==> src/rtl/retain_pkg.sv <==
package retain_pkg;
    typedef enum logic [1:0] {
        CMD_NONE = 2'd0,
        CMD_ON   = 2'd1,
        CMD_OFF  = 2'd2
    } cmd_e;
endpackage

==> src/rtl/rl_resolve.sv <==
module rl_resolve
    import retain_pkg::*;
#(
    parameter bit OFF_WINS = 1'b1
) (
    input  logic req_on,
    input  logic req_off,
    input  logic gate,
    output cmd_e cmd
);
    cmd_e conflict_win;

    generate
        if (OFF_WINS) begin : g_off_pri
            assign conflict_win = CMD_OFF;
        end else begin : g_on_pri
            assign conflict_win = CMD_ON;
        end
    endgenerate

    always_comb begin
        cmd = CMD_NONE;
        if (gate) begin
            if (req_on && req_off) cmd = conflict_win;
            else if (req_on)       cmd = CMD_ON;
            else if (req_off)      cmd = CMD_OFF;
        end
    end
endmodule

==> src/rtl/rl_hold.sv <==
module rl_hold
    import retain_pkg::*;
#(
    parameter int HOLD_CYC = 40
) (
    input  logic clk,
    input  logic rst_n,
    input  logic pwr_ok,
    input  cmd_e cmd,
    output logic ret_on
);
    localparam int CW = $clog2(HOLD_CYC + 1);

    typedef struct packed {
        cmd_e          prev;
        logic [CW-1:0] cnt;
        logic          ret;
    } hold_t;

    hold_t h_d, h_q;

    always_comb begin
        h_d = h_q;
        if (!pwr_ok) begin
            h_d.prev = CMD_NONE;
            h_d.cnt  = '0;
        end else begin
            h_d.prev = cmd;
            if (cmd == CMD_NONE) begin
                h_d.cnt = '0;
            end else if (cmd != h_q.prev) begin
                h_d.cnt = CW'(1);
            end else if (h_q.cnt < CW'(HOLD_CYC)) begin
                h_d.cnt = h_q.cnt + CW'(1);
                if (h_q.cnt == CW'(HOLD_CYC - 1)) h_d.ret = (cmd == CMD_ON);
            end
        end
    end

    always_ff @(posedge clk or negedge rst_n) begin
        if (!rst_n) begin
            h_q.prev <= CMD_NONE;
            h_q.cnt  <= '0;
            h_q.ret  <= 1'b0;
        end else begin
            h_q <= h_d;
        end
    end

    assign ret_on = h_q.ret;

    // retained bit frozen while supply is down
    a_r8_ret_frozen: assert property (@(posedge clk) disable iff (!rst_n)
        !pwr_ok |=> h_q.ret == $past(h_q.ret));
    // hold run cleared while supply is down
    a_r8_run_cleared: assert property (@(posedge clk) disable iff (!rst_n)
        !pwr_ok |=> h_q.cnt == '0);
    // retained bit only changes at the end of a full run
    a_r4_commit_after_hold: assert property (@(posedge clk) disable iff (!rst_n)
        (h_q.ret != $past(h_q.ret)) |-> ($past(h_q.cnt) == CW'(HOLD_CYC - 1)));
endmodule

==> src/rtl/rl_fast.sv <==
module rl_fast
    import retain_pkg::*;
#(
    parameter int FAST_CYC = 5
) (
    input  logic clk,
    input  logic rst_n,
    input  logic pwr_ok,
    input  cmd_e cmd,
    input  logic ret_on,
    output logic state_on
);
    typedef struct packed {
        logic [FAST_CYC-1:0][1:0] pipe;
        logic                     state;
    } fast_t;

    fast_t f_d, f_q;
    cmd_e  tail;

    assign tail = cmd_e'(f_q.pipe[FAST_CYC-1]);

    always_comb begin
        f_d = f_q;
        if (!pwr_ok) begin
            f_d.pipe  = '0;
            f_d.state = ret_on;
        end else begin
            if (tail != CMD_NONE) f_d.state = (tail == CMD_ON);
            f_d.pipe[0] = cmd;
            for (int i = 1; i < FAST_CYC; i++) f_d.pipe[i] = f_q.pipe[i-1];
        end
    end

    always_ff @(posedge clk or negedge rst_n) begin
        if (!rst_n) begin
            f_q.pipe  <= '0;
            f_q.state <= 1'b0;
        end else begin
            f_q <= f_d;
        end
    end

    assign state_on = f_q.state;

    // output state tracks the retained bit while supply is down
    a_r8_state_reload: assert property (@(posedge clk) disable iff (!rst_n)
        !pwr_ok |=> f_q.state == $past(ret_on));
endmodule

==> src/rtl/retain_latch.sv <==
module retain_latch
    import retain_pkg::*;
#(
    parameter int FAST_CYC = 5,
    parameter int HOLD_CYC = 40,
    parameter bit OFF_WINS = 1'b1
) (
    input  logic clk,
    input  logic rst_n,
    input  logic pwr_ok,
    input  logic req_on,
    input  logic req_off,
    output logic out_on,
    output logic out_off
);
    typedef struct packed {
        logic pwr;
    } top_t;

    top_t t_d, t_q;
    cmd_e cmd;
    logic ret_on;
    logic state_on;

    always_comb begin
        t_d     = t_q;
        t_d.pwr = pwr_ok;
    end

    always_ff @(posedge clk or negedge rst_n) begin
        if (!rst_n) t_q.pwr <= 1'b0;
        else        t_q <= t_d;
    end

    rl_resolve #(.OFF_WINS(OFF_WINS)) i_resolve (
        .req_on (req_on),
        .req_off(req_off),
        .gate   (pwr_ok & t_q.pwr),
        .cmd    (cmd)
    );

    rl_hold #(.HOLD_CYC(HOLD_CYC)) i_hold (
        .clk   (clk),
        .rst_n (rst_n),
        .pwr_ok(pwr_ok),
        .cmd   (cmd),
        .ret_on(ret_on)
    );

    rl_fast #(.FAST_CYC(FAST_CYC)) i_fast (
        .clk     (clk),
        .rst_n   (rst_n),
        .pwr_ok  (pwr_ok),
        .cmd     (cmd),
        .ret_on  (ret_on),
        .state_on(state_on)
    );

    assign out_on  = pwr_ok & state_on;
    assign out_off = pwr_ok & ~state_on;

    // outputs dark while supply is down
    a_r8_outputs_dark: assert property (@(posedge clk) disable iff (!rst_n)
        !pwr_ok |-> (!out_on && !out_off));
    // first powered cycle shows the retained bit
    a_r9_restore_from_ret: assert property (@(posedge clk) disable iff (!rst_n)
        (pwr_ok && !t_q.pwr) |-> (out_on == ret_on));
endmodule

==> config.mk <==
export PLATFORM = sky130hd
export DESIGN_NAME = retain_latch
export DESIGN_NICKNAME = d
export VERILOG_FILES = /design/src/rtl/retain_pkg.sv /design/src/rtl/rl_resolve.sv /design/src/rtl/rl_hold.sv /design/src/rtl/rl_fast.sv /design/src/rtl/retain_latch.sv
export SDC_FILE = /design/constraint.sdc
export NUM_CORES = 1
export LEC_CHECK = 0
export CORE_UTILIZATION = 25
export DETAILED_ROUTE_END_ITERATION = 6
export DONT_BUFFER_PORTS = 1
export GPL_TIMING_DRIVEN = 0
export PLACE_DENSITY = 0.47
export SYNTH_ARGS = -nofsm -noshare
export SYNTH_HDL_FRONTEND = slang
export SYNTH_HIERARCHICAL = 1
export SYNTH_SLANG_ARGS = --single-unit
==> constraint.sdc <==
create_clock -name clk -period 2.6 [get_ports clk]
set_input_delay 0.52 -clock clk [delete_from_list [all_inputs] [get_ports clk]]
set_output_delay 0.52 -clock clk [all_outputs]
set_load 0.1 [all_outputs]
==> results summary <==
The flow ran to the end, and the final reports show no timing, DRC or antenna violations. The later-pin clock latency in the skew report is 0.25 ns. The share of the synthesized area in the top cell type is a little under three fifths.

The synthesized design spends more area on one cell type than any other, namely dfrtp_1. The vertical extent of the die is ~63 um. The critical-path maximum fanout came out at 3. The number of rows in the core area is 21.

The worst setup skew after layout is a little over 0.002 ns. The number of H-tree levels came out at 1. The clock tree from TritonCTS is done. The number of antenna diodes came out at 0. The peak per-stage delay on the critical path is between 0.5 and 0.6 ns. For this run, design rule violations remaining after detail routing come to 0. The pin count of the biggest net entering global routing came out at 22.

The first global-routing pass estimated between 2000 and 3000 um of wire. Summing all flip-flop and latch instances after layout gives 525.5 um^2. After layout, the minimum clock period comes to around 1.7 ns.

Final hold analysis gives a worst-case slack of roughly 0.29 ns. The sum of routed wire length over all layers is around 1400 um. The number of failing setup endpoints in the final timing report is 0. Setup repair after global routing left no endpoint under its margin. The count of cell instances traversed by the critical path is 1. The transition time of the tightest slew-check pin came out at roughly 0.91 ns. In the synthesized netlist, the number of instances is just under 80. The number of synthesized register bits is 21.

The worst setup slack after layout is between 0.9 and 1 ns. The most critical setup path has its startpoint at i_fast/state_on. The worst setup path is captured at a primary output. The HPWL after detailed placement came out at 925.1 um.

On the critical path the largest part of the delay comes from simple AND/OR/NAND/NOR gates. The end of the worst register-to-register path is i_hold/ret_on. The buffering stage count on the worst path with inverters included came out at 0. Synthesis instantiated 27 different standard cells from the library. The via count of the first global-routing pass came out at ~600. The commonest cells after synthesis are dfrtp_1, and2_2, nor2_1. The first TritonRoute pass finished after 4 iterations.

The tool flagged a number of max-cap violations equal to 0. The finished cells cover between 1000 and 1500 um^2. The synthesized design contains 0 enable-type register cells.

The post-route antenna net violation count is 0. The number of sinks on the clock net is 21. The relative max-transition margin came out at between 30% and 40%. The initial antenna violation count came out at 0. The maximum resistive drop on vdd came out at between 150 and 200 uV.

The post-route fraction of the period consumed by the critical path is between 60% and 70%. The worst setup timing slack at the placement stage came out at 0.8611 ns. The number of buffers inserted by hold repair at cts is 1.

The area of the die is about 4000 um^2. STA classifies the critical path startpoint as a flip-flop. The path category of the worst min-delay check is input pin to flip-flop. The final hold violation count is 0. Dividing the detail-routed via count by the number of cells gives between 4 and 5. The overall power after layout is roughly 0.56 mW. In this run the tool buffered the top-level ports with 0 buffer cells. The overall overflow remaining after global route came out at 0. The post-synthesis average cell area is roughly 12 um^2. The number of violations reported at the end of detailed-routing iteration 0 came out at 26. The total of warnings raised by yosys is 6. The count of instances resized after the clock tree is built is 0. After detailed routing, the average wire length per cell comes to 10.76 um. In this run the clock root is driven by a clkbuf_8.

The share of synthesized registers carrying an async set or reset is between 90% and 100%. The share of final-layout standard cells stronger than drive strength 1 is between 20% and 30%. The final weighted congestion in routability-driven placement is about 0.8. For this run, the register share of the synthesized area comes to ~56%. The combined area of all synthesized cells came out at 930.9 um^2.

The data required time at the worst endpoint came out at 2.08 ns. The register clock-pin slew on the reported worst setup and hold paths is ~0.07 ns. Setup total negative slack on the finished layout was measured at 0 ns. The capturing element of the worst setup path is out_off. The number of slew-limit violations in the final report is 0. Among all flip-flop cells after synthesis, the most frequent one is dfrtp_1. Timing would allow up to ~590 MHz. The arrival time reported for the critical path endpoint came out at around 1.2 ns. The maximum clock path buffer count came out at 2. The net count reported at finish is 90.

The worst register-to-register path begins at t_q. The width of the chip is around 63 um. The most frequently used cell type in the post-synthesis netlist is dfrtp_1.

The total power divided by cell area is about 540 nW/um^2. The slack of the worst reg-to-reg path came out at slightly above 1 ns. The overall via count from detail_route came out at 549.

The worst setup path is of the flip-flop to primary output kind. When the netlist entered floorplanning its net count stood at 84. Fill cells in the final layout number 348. The area of the multi-input gates came out at between 300 and 400 um^2. For this design, the slowest cell found on the critical path is and2b_2. The post-placement cell area came out at 988.4 um^2. The number of buffers inserted during clock tree synthesis came out at 3. The total I/O pin count is 7. In the post-synthesis netlist, the biggest area contributors are dfrtp_1, and2_2, nor2_1. The core region is around 3400 um^2. The depth of the worst register-to-register path came out at 6. Walking the worst path, the cells encountered are and2b_2. The effective utilization at floorplan came out at 27.04%. The count of buffers added by post-CTS timing repair for setup is 0. The overall track demand over capacity in global routing is 8.652%.

The area growth from synthesis to layout came out at 12.23%. The static leakage came out at between 0.4 and 0.5 nW.
[sequential cells by signal, summed over array words and instances, names as in the netlist]
register and flops:
i_fast/f_q 8, i_fast/state_on 1, i_fast/tail 2, i_hold/h_q 8
i_hold/ret_on 1, t_q 1
[worst register-to-register path, cell delays in order (launching register included)]
cell and delay (ns):
dfrtp_1 0.35, and2_1 0.15, and3b_1 0.24, and2_2 0.21, a32oi_4 0.34, o21ai_1 0.13, o41ai_2 0.06
[cell type report]
cell class / count / area share [%]
Timing Repair Buffer: 1 / 0.9581
Clock inverter: 1 / 0.4790
Buffer: 1 / 1.078
Clock buffer: 3 / 3.952
Tap cell: 46 / 5.509
Sequential cell: 21 / 50.30
Multi-Input combinational cell: 54 / 37.01
Inverter: 2 / 0.7186
[power breakdown]
part	switching (mW)	internal, mW
Clock	0.0952	0.106
Combinational	0.0200	0.00862
Sequential	0.00170	0.330
Total	0.117	0.445
[kinds of logic after synthesis]
group,share of synthesized area (%)
adders and majority gates,1.344
buffers and inverters,2.016
and+or+nand+nor,23.66
xor gates and xnor gates,3.764
muxes,1.075
AOI/OAI and AO/OA,11.69
DFF,56.45
[layout by cell type (no fill, tap or decap), types with 2 or more instances in the layout]
master,instances
inv_1,2
and2_1,4
nand2b_1,2
dfrtp_1,21
and2_2,12
clkbuf_8,3
o21ai_0,3
xor2_1,3
nor2_1,9
o21ai_1,2
nand2_1,2
a21oi_1,2
[per-stage QoR]
stage	util (%)	cells
finish	30.35	129
floorplan	-	78
global route	30.35	129
CTS	30.35	129
detailed placement	28.72	124
global placement	28.72	124
[how the worst min path moves through the flow]
stage,from,to,slack [ns],depth (start not counted)
after floorplan,rst_n,i_fast/f_q[1],0.22,0
after global placement,rst_n,i_hold/h_q[2],0.22,0
after detailed placement,rst_n,i_hold/h_q[5],0.22,0
after CTS,pwr_ok,t_q,0.28,0
after global routing,pwr_ok,t_q,0.27,0
final,pwr_ok,t_q,0.29,0
[routing by layer]
layer / part of all wire [%] / global-route usage, % / vias up
li1: - / - / 270
met1: 45 / 10.22 / 266
met2: 50 / 13.17 / 11
met3: 3.1 / 1.825 / 2
met4: 1.8 / 7.558 / 0
met5: 0 / 0 / -
(Power assumes the default switching activity.)
